`config.mk`:
```
export PLATFORM = sky130hd
export DESIGN_NAME = uart_rx_evt
export DESIGN_NICKNAME = d
export VERILOG_FILES = /design/src/rtl/uart_rx_evt.sv
export SDC_FILE = /design/constraint.sdc
export NUM_CORES = 1
export LEC_CHECK = 0
export BUFFER_PORTS_ARGS = -buffer_cell sky130_fd_sc_hd__buf_2
export CAP_MARGIN = 10
export CORE_ASPECT_RATIO = 1.75
export CORE_MARGIN = 2
export CORE_UTILIZATION = 56
export CTS_CLUSTER_DIAMETER = 30
export DETAILED_ROUTE_END_ITERATION = 8
export GPL_TIMING_DRIVEN = 0
export HOLD_SLACK_MARGIN = 0.15
export PLACE_DENSITY = 0.83
export SLEW_MARGIN = 20
export SYNTH_ARGS = -nofsm -noshare
export SYNTH_HDL_FRONTEND = slang
export SYNTH_SLANG_ARGS = --single-unit
```
`constraint.sdc`:
```
create_clock -name clk -period 2.75 [get_ports clk]
set_input_delay 0.275 -clock clk [delete_from_list [all_inputs] [get_ports clk]]
set_output_delay 0.275 -clock clk [all_outputs]
set_load 0.02 [all_outputs]
```
`src/rtl/uart_rx_evt.sv`:
```
module uart_rx_evt #(
  parameter int DIV_W    = 16,
  parameter int DATA_MAX = 9,
  parameter int OUT_W    = 16
) (
  input  logic             clk,
  input  logic             rst_n,
  input  logic [DIV_W-1:0] baud_div,
  input  logic [3:0]       char_bits,
  input  logic             rxd,
  input  logic             buf_ready,
  output logic             rx_valid,
  output logic [OUT_W-1:0] rx_data,
  input  logic             tx_done,
  input  logic             reg_wr,
  input  logic             reg_sel,
  input  logic [7:0]       reg_wdata,
  output logic [7:0]       reg_rdata,
  output logic             irq
);
  localparam int IDX_W = $clog2(DATA_MAX + 1);
  localparam int F_BRKE = 6;
  localparam int F_BRK  = 4;
  localparam int F_BSY  = 2;
  localparam int F_TXB  = 1;
  localparam int F_RXB  = 0;
  localparam logic [7:0] EV_USED = 8'h57;

  typedef enum logic [1:0] {S_IDLE, S_START, S_DATA, S_STOP} st_t;

  st_t                 state;
  logic [1:0]          sync;
  logic                rxd_s;
  logic [DIV_W-1:0]    div_cnt;
  logic                tick;
  logic [3:0]          smp;
  logic [IDX_W-1:0]    bit_idx;
  logic [DATA_MAX-1:0] shreg;
  logic                in_break;
  logic [3:0]          hi_cnt;
  logic [7:0]          ev, mask, ev_set, ev_clr;
  logic                stop_evt, brk_char;
  logic                set_rxb, set_bsy, set_brk, set_brke;

  assign rxd_s    = sync[1];
  assign tick     = (div_cnt >= baud_div);
  assign stop_evt = tick && (state == S_STOP) && (smp == 4'd15);
  assign brk_char = (shreg == '0) && !rxd_s;
  assign set_brk  = stop_evt && brk_char && !in_break;
  assign set_rxb  = stop_evt && !brk_char && !in_break && buf_ready;
  assign set_bsy  = stop_evt && !brk_char && !in_break && !buf_ready;
  assign set_brke = tick && rxd_s && in_break && (hi_cnt == 4'd15);

  always_comb begin
    ev_set         = '0;
    ev_set[F_BRKE] = set_brke;
    ev_set[F_BRK]  = set_brk;
    ev_set[F_BSY]  = set_bsy;
    ev_set[F_TXB]  = tx_done;
    ev_set[F_RXB]  = set_rxb;
  end

  assign ev_clr    = (reg_wr && !reg_sel) ? reg_wdata : 8'h00;
  assign reg_rdata = reg_sel ? mask : ev;
  assign irq       = |(ev & mask);

  always_ff @(posedge clk or negedge rst_n) begin
    if (!rst_n) begin
      sync    <= 2'b11;
      div_cnt <= '0;
    end else begin
      sync    <= {sync[0], rxd};
      div_cnt <= tick ? '0 : div_cnt + 1'b1;
    end
  end

  always_ff @(posedge clk or negedge rst_n) begin
    if (!rst_n) begin
      state    <= S_IDLE;
      smp      <= '0;
      bit_idx  <= '0;
      shreg    <= '0;
      rx_valid <= 1'b0;
      rx_data  <= '0;
      in_break <= 1'b0;
      hi_cnt   <= '0;
    end else begin
      rx_valid <= 1'b0;
      if (tick) begin
        case (state)
          S_IDLE:
            if (!rxd_s) begin
              state <= S_START;
              smp   <= '0;
            end
          S_START:
            if (smp == 4'd7) begin
              if (!rxd_s) begin
                state   <= S_DATA;
                smp     <= '0;
                bit_idx <= '0;
                shreg   <= '0;
              end else begin
                state <= S_IDLE;
              end
            end else begin
              smp <= smp + 4'd1;
            end
          S_DATA: begin
            smp <= smp + 4'd1;
            if (smp == 4'd15) begin
              shreg[bit_idx] <= rxd_s;
              bit_idx        <= bit_idx + 1'b1;
              if (bit_idx == IDX_W'(char_bits - 4'd1)) state <= S_STOP;
            end
          end
          default: begin
            smp <= smp + 4'd1;
            if (smp == 4'd15) state <= S_IDLE;
          end
        endcase
        if (!rxd_s)                hi_cnt <= '0;
        else if (hi_cnt != 4'd15)  hi_cnt <= hi_cnt + 4'd1;
      end
      if (set_rxb) begin
        rx_valid <= 1'b1;
        rx_data  <= OUT_W'(shreg);
      end
      if (stop_evt && brk_char) in_break <= 1'b1;
      if (set_brke) begin
        in_break <= 1'b0;
        state    <= S_IDLE;
      end
    end
  end

  always_ff @(posedge clk or negedge rst_n) begin
    if (!rst_n) begin
      ev   <= '0;
      mask <= '0;
    end else begin
      ev <= ((ev & ~ev_clr) | ev_set) & EV_USED;
      if (reg_wr && reg_sel) mask <= reg_wdata & EV_USED;
    end
  end
endmodule


```
# == Yosys cells after proc, flatten, opt, wreduce, memory -nomap -nowiden ==
# Index checks and enable logic that the tools add are counted.
# word_totals
reg_bits,62
in_bits,35
output_inout_bits,26
word_cells,101
# op_classes
n_eq_ne,16
order_cmp,3
n_bitwise,4
n_addsub,5
reduce_logical,30
muxes,31
# ops
operator,n
4-bit two-way mux,7
9-bit two-way mux,3
9-bit one-hot mux with 2 select lines,1
"16-bit by 1-bit adder with 16-bit output, second input constant",1
16-bit greater-or-equal comparator,1
16-bit two-way mux,1
2-bit two-way mux,8
4-bit one-hot mux with 2 select lines,2
1-bit logical AND,15
7-bit AND,2
7-bit two-way mux,2
"4-bit by 1-bit adder with 4-bit output, second input constant",3
"3-bit != test, second input constant",4
9-bit bitwise mux,1
9-bit zero test,1
"4-bit == test, second input constant",2
8-bit OR reduction,1
7-bit NOT,1
7-bit bitwise OR,1
"2-bit != test, second input constant",3
2-bit one-hot mux with 3 select lines,1
6-bit AND reduction,1
2-bit nonzero test,3
1-bit zero test,5
15 further kinds,19

# == Depth between registers and ports, before layout ==
# Gate-level depths: netlist of the first run.
# depth
depth_word,7
ltp_mapped,9
ltp_nobuf,7

# == Worst setup path before layout of the first run ==
# No wires, ideal clock.
# synth_path
kind,reg2reg
startpoint,register div_cnt[0]
endpoint,register rx_data[0]
t_arrival_ns,2.181
setup_slack_ns,0.444
path_buffers,1
stages_incl_launch_ff,9
setup_time_ns,0.125
period_less_slack_ns,2.306
required_ns,2.625
cell_sequence,dfrtp_1 -> inv_1 -> ha_1 -> nand2b_1 -> a2111o_1 -> a32oi_4 -> a31oi_2 -> buf_6 -> mux2_4
# synth_via
elab_chain_len,6
# synth_rtl
element,line_no,text
from (decl),34,logic [DIV_W-1:0] div_cnt;
from (signal assigned),73,div_cnt <= tick ? '0 : div_cnt + 1'b1;
16-bit greater-or-equal comparator,46,assign tick = (div_cnt >= baud_div);
1-bit logical AND (2 in a row),47,assign stop_evt = tick && (state == S_STOP) && (smp == 4'd15);
1-bit logical AND (3 in a row),50,assign set_rxb = stop_evt && !brk_char && !in_break && buf_ready;
named net set_rxb,43,"logic set_rxb, set_bsy, set_brk, set_brke;"
to (signal assigned),127,rx_data <= OUT_W'(shreg);
to (decl),13,"output logic [OUT_W-1:0] rx_data,"
# The timed path passes the listed nets, and every way through them passes these cells.
# A chain may end at the register's enable or synchronous reset.

# == Final worst setup path of the first run ==
# layout_path
startpoint,register div_cnt[0]
endpoint,register rx_data[3]
# The elaborated chain is that of the path after synthesis.

==> results of run 1 <==
[worst min path at each step]
stage | from | end | slack [ns]
floorplan | rst_n | bit_idx[0] | -0.02
global placement | sync[0] | sync[1] | 0.35
detailed placement | sync[0] | sync[1] | 0.35
CTS | buf_ready | ev[2] | 0.16
global route | buf_ready | ev[2] | 0.17
finish | buf_ready | ev[2] | 0.16
[power by group through the flow]
stage / Clock [mW] / Sequential (mW) / Combinational (mW)
floorplan: 0 / 1.27 / 0.845
global placement: 0 / 1.31 / 1.04
detailed placement: 0 / 1.33 / 1.09
CTS: 1.12 / 1.31 / 1.12
global route: 1.16 / 1.35 / 1.27
finish: 1.11 / 1.32 / 1.14
[area by class of cell]
cell class | instances | share of cell area [%]
timing repair buffer | 49 | 5.735
sequential | 62 | 33.92
multi-input combinational | 277 | 44.84
tap | 84 | 2.294
clock buffer | 10 | 5.216
buffer | 26 | 3.413
clock inverter | 4 | 1.065
inverter | 43 | 3.523
[sequential cells by signal (all words and copies together) (netlist names)]
name / cells
div_cnt: 16
mask: 5
hi_cnt: 4
shreg: 9
ev: 5
rx_data: 9
bit_idx: 4
smp: 4
state: 2
in_break: 1
sync: 2
rx_valid: 1
[logic make-up after synthesis]
kind of cell | Yosys count | synth area share, %
simple gates | 117 | 15.27
buf+inv | 69 | 8.148
fa+ha+maj | 24 | 7.730
flops | 62 | 40.00
xor+xnor | 19 | 4.283
other cells | 1 | 0.09653
compound gates | 85 | 17.39
mux | 22 | 7.086
[layout by cell type, fill, tap and decap left out, types with 9 or more instances in the layout]
cell,instances
a31oi_1,15
buf_2,49
nand4_1,9
a21o_1,11
mux2_2,12
buf_4,13
ha_1,24
conb_1,10
nor2_1,26
o2bb2ai_1,9
nand2_1,29
inv_1,43
nand3_1,18
dfrtp_1,60
xnor2_1,14
clkbuf_16,9
[synthesized netlist by cell type (4+ instances only)]
library cell | instances | area, sq um
buf_4 | 12 | 90.09
and3_1 | 6 | 37.54
inv_1 | 43 | 161.4
mux2_2 | 12 | 135.1
nand2_1 | 29 | 108.9
nor4_1 | 4 | 25.02
a21o_1 | 11 | 82.58
a311oi_1 | 4 | 35.03
nand4_1 | 9 | 56.30
xor2_1 | 5 | 43.79
mux2_4 | 8 | 120.1
a21oi_1 | 8 | 40.04
xnor2_1 | 14 | 122.6
dfrtp_1 | 60 | 1501
nor3_1 | 6 | 30.03
clkbuf_1 | 8 | 30.03
o211ai_1 | 4 | 30.03
a31oi_1 | 15 | 93.84
o2bb2ai_1 | 9 | 78.83
buf_2 | 4 | 20.02
nor2b_1 | 4 | 25.02
ha_1 | 24 | 300.3
nor2_1 | 26 | 97.59
nand3_1 | 18 | 90.09
[critical path, stage by stage (launching register included)]
cell,delay [ns]
dfrtp_1,0.43
inv_1,0.09
ha_1,0.29
nand2b_1,0.14
a2111o_1,0.49
a32oi_4,0.39
a31oi_2,0.17
buf_6,0.20
mux2_4,0.30
[stage by stage]
step / power [mW] / cell area, sq um / worst slack (ns)
2_1_floorplan: 2.115 / 3919 / 0.4441
3_3_place_gp: 2.355 / 4254 / 0.2123
3_5_place_dp: 2.417 / 4257 / 0.1654
4_1_cts: 3.558 / 4574 / 0.08444
5_1_grt: 3.784 / 4582 / 0.01702
6_report: 3.567 / 4582 / 0.1244
[routing by layer]
layer	track usage, %	share of wire (%)	wire, um
met3	5.703	4.8	445
met1	28.47	36	3327
met5	0	0	0
met2	46.87	56	5168
met4	12.11	2.7	246
[timing repair]
action	in CTS	in global routing
gates resized for setup	0	3
buffers inserted	0	0
hold buffers	3	0
endpoints found under the setup margin	0	12
endpoints found under the hold margin	62	0
==> results.yml, run 1 <==
placement:
  numPortBuffers: 46
  dp_hpwl_um: 6446
  placed_cells: 538
  place.gp.congestion: 0.8865
clocking:
  clk_pin_slew_ns: 0.05
  cts_tree: "built"
  htree_levels: 3
  cts_root_buffer: "clkbuf_16"
  clockBufferDepth: 2
  cts-buffers-inserted: 9
  clock_sinks: 62
  clock_latency_ns: 0.34
hold_path:
  holdPathStages: 2
  worstHoldPathType: "in2reg"
timing:
  fmax_ghz: 0.3809
  tightest_slew_ns: 0.7843
  setup_viol: 0
  hold_violations: 0
  hold_slack_ns: 0.1647
  skew_ns: 0.007446
  finalMaxSlewViolations: 0
  tns_ns: 0
  finalCritPeriodShare_pct: 95.48
  min_period_ns: 2.626
  rsz0062_at_grt: "no"
  max_slew_margin_pct: 47.71
critical_path:
  cp-end-kind: "register"
  worstSetupStartpointType: "register"
  r2r-end: "rx_data[3]"
  crit_fanout: 10
  worstRegToRegCells: 8
  cp_data_arrival_time_ns: 2.85
  r2r_start: "div_cnt[0]"
  path_class: "reg2reg"
  crit_required_ns: 2.97
  crit_start: "div_cnt[0]"
  crit_end: "rx_data[3]"
  rrSetupSlack_ns: 0.12
die:
  die-width_um: 66.96
  coreArea_sq_um: 6807
  dieArea_sq_um: 7646
  initial_core_util_pct: 57.08
  fp-row-count: 40
  die_h_um: 114.2
  top_level_ports: 61
run_status:
  outcome: "finished, final reports clean"
pwr:
  peakVddDrop_mv: 0.4522
  switching_power_mw: 1.282
  seqPwrFrac_pct: 36.9
  p_leak_nw: 2.260
  comb_power_share_pct: 31.9
  p_per_area_nw_per_um2: 778.4
  p_int_mw: 2.285
  pwr-share-clk_pct: 31.2
  switching_share_pct: 35.93
global_route:
  grt_overflow: 0
  grt_usage_pct: 26.15
  antenna_found_initial: 0
  grt_max_degree: 63
  grt_pass1_vias: 3269
  grt_pass1_wl_um: 15070
final_layout:
  final_util_pct: 67.32
  n_antenna_cell: 0
  nFillCells: 544
  final_cells: 555
  drive_gt1_share_pct: 23.57
  seqCellArea_sq_um: 1554
  area_delta_synth_final_pct: 17.94
  nets: 527
  multi_input_area_sq_um: 2054
synthesis:
  ys_ff_latch: 62
  syn_area_sq_um: 3885
  synth-main-ff-cell: "dfrtp_1"
  synthCells: 399
  syn_area_per_cell_sq_um: 9.737
  yosysSeqAreaShare_pct: 40.00
  synth.distinct_cells: 59
  ys.warnings.count: 0
  synth_edf_count: 0
  async_flop_share_pct: 100.0
job:
  cap_violations: 0
detailed_routing:
  routed_wl_um: 9188
  drt_iter0_markers: 264
  wl_per_cell_um: 16.55
  vias: 3327
  ant_nets: 0
  dr.pass1.iters: 5
  drc: 0
  drt-vias-per-instance: 5.995
Note: power is estimated with default switching activity, not from simulation.
==> run 2: changes to the inputs <==
Clock period 2.75 ns to 2.7 ns, I/O delays scaled along.
==> results.yml, run 2 (synthesized netlist as in run 1, its figures left out) <==
run_status:
  outcome: "finished, final reports clean"
placement:
  placed_cells: 538
  place.gp.congestion: 0.8865
  placed_cell_area_sq_um: 4257
  dp_hpwl_um: 6446
  pre_cts_ws_ns: 0.1154
  numPortBuffers: 46
pwr:
  pwr-share-clk_pct: 31.2
  seqPwrFrac_pct: 36.9
  peakVddDrop_mv: 0.4591
  comb_power_share_pct: 32.0
  p_int_mw: 2.329
  switching_power_mw: 1.310
  switching_share_pct: 36.00
  p_per_area_nw_per_um2: 792.8
  p_leak_nw: 2.260
  finalPower_mw: 3.639
clocking:
  cts_root_buffer: "clkbuf_16"
  clockBufferDepth: 2
  clock_sinks: 62
  htree_levels: 3
  cts_tree: "built"
  cts-buffers-inserted: 9
  clk_pin_slew_ns: 0.05
  clock_latency_ns: 0.34
  post_cts_buffers: 0
final_layout:
  nFillCells: 544
  final_cells: 555
  reg.largest.list: "div_cnt: 16 flops, rx_data: 9 flops, shreg: 9 flops"
  area_delta_synth_final_pct: 18.16
  drive_gt1_share_pct: 23.57
  final_area_sq_um: 4591
  regMostFlops: "div_cnt"
  final_util_pct: 67.44
  nets: 527
  n_antenna_cell: 0
  layout_commonest_cell: "dfrtp_1"
  largest_reg_flops: 16
  final_cell_mix: "dfrtp_1, buf_2, inv_1"
die:
  initial_core_util_pct: 57.08
  fp-row-count: 40
  coreArea_sq_um: 6807
  dieArea_sq_um: 7646
  die_h_um: 114.2
  top_level_ports: 61
  die-width_um: 66.96
critical_path:
  crit_family: "compound AO/OA/AOI/OAI gates"
  cp_slowest_stage_delay_ns: 0.50
  crit_fanout: 6
  path_class: "reg2reg"
  critPathBufInv: 1
  cp-end-kind: "register"
  cp_data_arrival_time_ns: 2.79
  path_cells: "inv_1, ha_1, nand2b_1, a2111o_1, a32o_1, o311ai_0, a22oi_1"
  worstSetupStartpointType: "register"
  crit_required_ns: 2.88
  critical-path-slowest-cell: "o311ai_0"
job:
  cap_violations: 0
timing:
  hold_violations: 0
  tightest_slew_ns: 0.7925
  finalCritPeriodShare_pct: 96.51
  max_slew_margin_pct: 47.17
  skew_ns: 0.008888
  hold_slack_ns: 0.1583
  tns_ns: 0
  worst_slack_ns: 0.09411
  fmax_ghz: 0.3837
  finalMaxSlewViolations: 0
  setup_viol: 0
  min_period_ns: 2.606
detailed_routing:
  drt-vias-per-instance: 6.023
  drt_iter0_markers: 253
  vias: 3343
  wl_per_cell_um: 16.70
  drc: 0
  dr.pass1.iters: 5
  routed_wl_um: 9271
  ant_nets: 0
global_route:
  grt_pass1_vias: 3269
  grt_max_degree: 63
  grt_overflow: 0
  grt_pass1_wl_um: 15070
  grt_usage_pct: 26.15
  antenna_found_initial: 0
hold_path:
  worstHoldPathType: "in2reg"
run 2: repair_timing:
item                                    in CTS  in global routing
gates resized for setup                      0                  4
endpoints found under the setup margin       0                 28
endpoints found under the hold margin       62                  0
hold buffers                                 3                  0
run 2: final cells by class:
type | count | area (sq um) | share of cell area, %
inverters | 43 | 161.4 | 3.516
plain buffers | 26 | 156.4 | 3.407
multi-input cells | 277 | 2063 | 44.94
repair buffers | 49 | 262.8 | 5.724
well taps | 84 | 105.1 | 2.289
flip-flops and latches | 62 | 1554 | 33.85
clock buffers | 10 | 239.0 | 5.206
clock inverters | 4 | 48.80 | 1.063
run 2: per-layer routing:
| layer | vias to the layer above | global-route usage, % | wire length (um) |
|---|---|---|---|
| met5 | - | 0 | 0 |
| met2 | 134 | 46.87 | 5205 |
| met1 | 1631 | 28.47 | 3324 |
| met3 | 22 | 5.703 | 491 |
| li1 | 1556 | - | - |
| met4 | 0 | 12.11 | 250 |
run 2: worst reg2reg max path, stage by stage, from the launching register on:
cell,delay (ns)
dfrtp_1,0.43
inv_1,0.09
ha_1,0.29
nand2b_1,0.14
a2111o_1,0.49
a32o_1,0.38
o311ai_0,0.51
a22oi_1,0.13
run 2: power groups by stage:
stage | Sequential [mW] | Clock [mW] | Combinational [mW]
CTS | 1.34 | 1.14 | 1.15
global route | 1.37 | 1.18 | 1.30
finish | 1.34 | 1.13 | 1.16
global placement | 1.34 | 0 | 1.06
floorplan | 1.29 | 0 | 0.860
detailed placement | 1.35 | 0 | 1.11
run 2: worst paths after layout:
path,start,endpoint,slack (ns),depth (start not counted)
min in group asynchronous,rst_n,shreg[1],0.56,2
max in group asynchronous,rst_n,smp[0],1.60,2
setup reg to reg,div_cnt[0],in_break,0.09,7
setup / recovery,div_cnt[0],in_break,0.09,7
hold reg to reg,sync[0],sync[1],0.35,0
hold / removal,buf_ready,ev[2],0.16,2
==> run 3: changes to the inputs <==
Settings changed: REMOVE_ABC_BUFFERS from default to 1.
==> results.yml, run 3 (synthesized netlist as in run 1, its figures left out) <==
placement:
  dp_hpwl_um: 5937
  place.gp.congestion: 0.8554
  placed_cells: 514
  numPortBuffers: 47
timing:
  setup_viol: 0
  min_period_ns: 2.608
  skew_ns: 0.005334
  fmax_ghz: 0.3834
  tightest_slew_ns: 0.7685
  max_slew_margin_pct: 48.76
  finalCritPeriodShare_pct: 96.59
  finalMaxSlewViolations: 0
  hold_violations: 0
die:
  die_h_um: 114.2
  initial_core_util_pct: 57.08
  fp-row-count: 40
  dieArea_sq_um: 7646
  coreArea_sq_um: 6807
  top_level_ports: 61
  die-width_um: 66.96
pwr:
  switching_power_mw: 1.311
  p_int_mw: 2.320
  finalPower_mw: 3.631
  seqPwrFrac_pct: 38.2
  switching_share_pct: 36.11
  p_leak_nw: 2.217
  pwr-share-clk_pct: 31.6
  peakVddDrop_mv: 0.3865
  comb_power_share_pct: 30.2
  p_per_area_nw_per_um2: 792.3
clocking:
  clock_latency_ns: 0.33
  cts_tree: "built"
  clock_sinks: 62
  clockBufferDepth: 2
  cts-buffers-inserted: 9
  clk_pin_slew_ns: 0.05
  htree_levels: 3
  cts_root_buffer: "clkbuf_16"
global_route:
  grt_usage_pct: 25.21
  grt_pass1_wl_um: 14660
  grt_overflow: 0
  antenna_found_initial: 0
  grt_max_degree: 63
  grt_pass1_vias: 3308
detailed_routing:
  dr.pass1.iters: 5
  wl_per_cell_um: 16.65
  ant_nets: 0
  drc: 0
  drt_iter0_markers: 293
  vias: 3324
  routed_wl_um: 8990
  drt-vias-per-instance: 6.156
final_layout:
  final_cell_mix: "dfrtp_1, buf_2, inv_1"
  final_cells: 540
  reg.largest.list: "div_cnt: 16 flops, rx_data: 9 flops, shreg: 9 flops"
  regMostFlops: "div_cnt"
  largest_reg_flops: 16
  n_antenna_cell: 0
  drive_gt1_share_pct: 23.46
  nets: 510
  final_util_pct: 67.33
  layout_commonest_cell: "dfrtp_1"
  area_delta_synth_final_pct: 17.97
hold_path:
  worstHoldPathType: "in2reg"
critical_path:
  cp_data_arrival_time_ns: 2.81
  path_class: "reg2reg"
  crit_required_ns: 2.91
  crit_fanout: 15
  worstSetupStartpointType: "register"
  cp-end-kind: "register"
job:
  cap_violations: 0
run_status:
  outcome: "finished, final reports clean"
run 3: power groups by stage:
stage / sequential (mW) / combinational, mW / clock (mW)
global route: 1.42 / 1.22 / 1.21
global placement: 1.38 / 0.964 / 0
CTS: 1.38 / 1.07 / 1.16
finish: 1.39 / 1.10 / 1.15
detailed placement: 1.39 / 1.02 / 0
floorplan: 1.32 / 0.788 / 0
run 3: per-stage QoR:
step,instance area [sq um],hold slack [ns],setup slack (ns),TNS (ns)
after floorplan,3764,-0.02559,-0.3674,-5.073
final,4583,0.2059,0.09200,0
after global placement,4104,0.3472,-1.136,-39.08
after CTS,4538,0.1832,0.003100,0
after detailed placement,4121,0.3469,-0.4352,-8.160
after global routing,4583,0.1996,-0.07931,-0.3037
run 3: worst paths after layout:
check	from	end	slack, ns	cells past startpoint
min in group asynchronous	rst_n	div_cnt[11]	0.56	2
worst max-delay path	div_cnt[7]	rx_data[5]	0.09	8
worst max register to register	div_cnt[7]	rx_data[5]	0.09	8
max in group asynchronous	rst_n	div_cnt[0]	1.59	2
worst min-delay path	reg_wdata[4]	mask[4]	0.21	2
worst min register to register	sync[0]	sync[1]	0.35	0
run 3: metal layers:
layer / global-route usage (%) / part of all wire (%)
met1: 27.10 / 37
met2: 43.73 / 54
met3: 6.293 / 6.1
met4: 14.29 / 3.0
met5: 0 / 0
run 3: final cells by class:
type | count | area (sq um)
fill | 509 | 2223
timing repair buffer | 57 | 351.6
multi-input combinational | 278 | 2108
clock inverter | 5 | 58.81
inverter | 43 | 161.4
tap | 84 | 105.1
clock buffer | 11 | 242.7
sequential | 62 | 1555
run 3: critical path, stage by stage (launching register included):
cell	delay, ns
dfrtp_1	0.44
ha_1	0.34
nand2_1	0.06
o21ai_0	0.47
a21oi_4	0.21
buf_6	0.21
a31oi_4	0.23
buf_12	0.17
mux2_2	0.34
run 3: what timing repair did:
action,4_1_cts,5_1_grt
hold buffers,4,0
cloned,1,0
buffers inserted,3,2
setup endpoints to repair,31,22
endpoints found under the hold margin,63,0
pin swaps,3,1
resized for setup,4,4
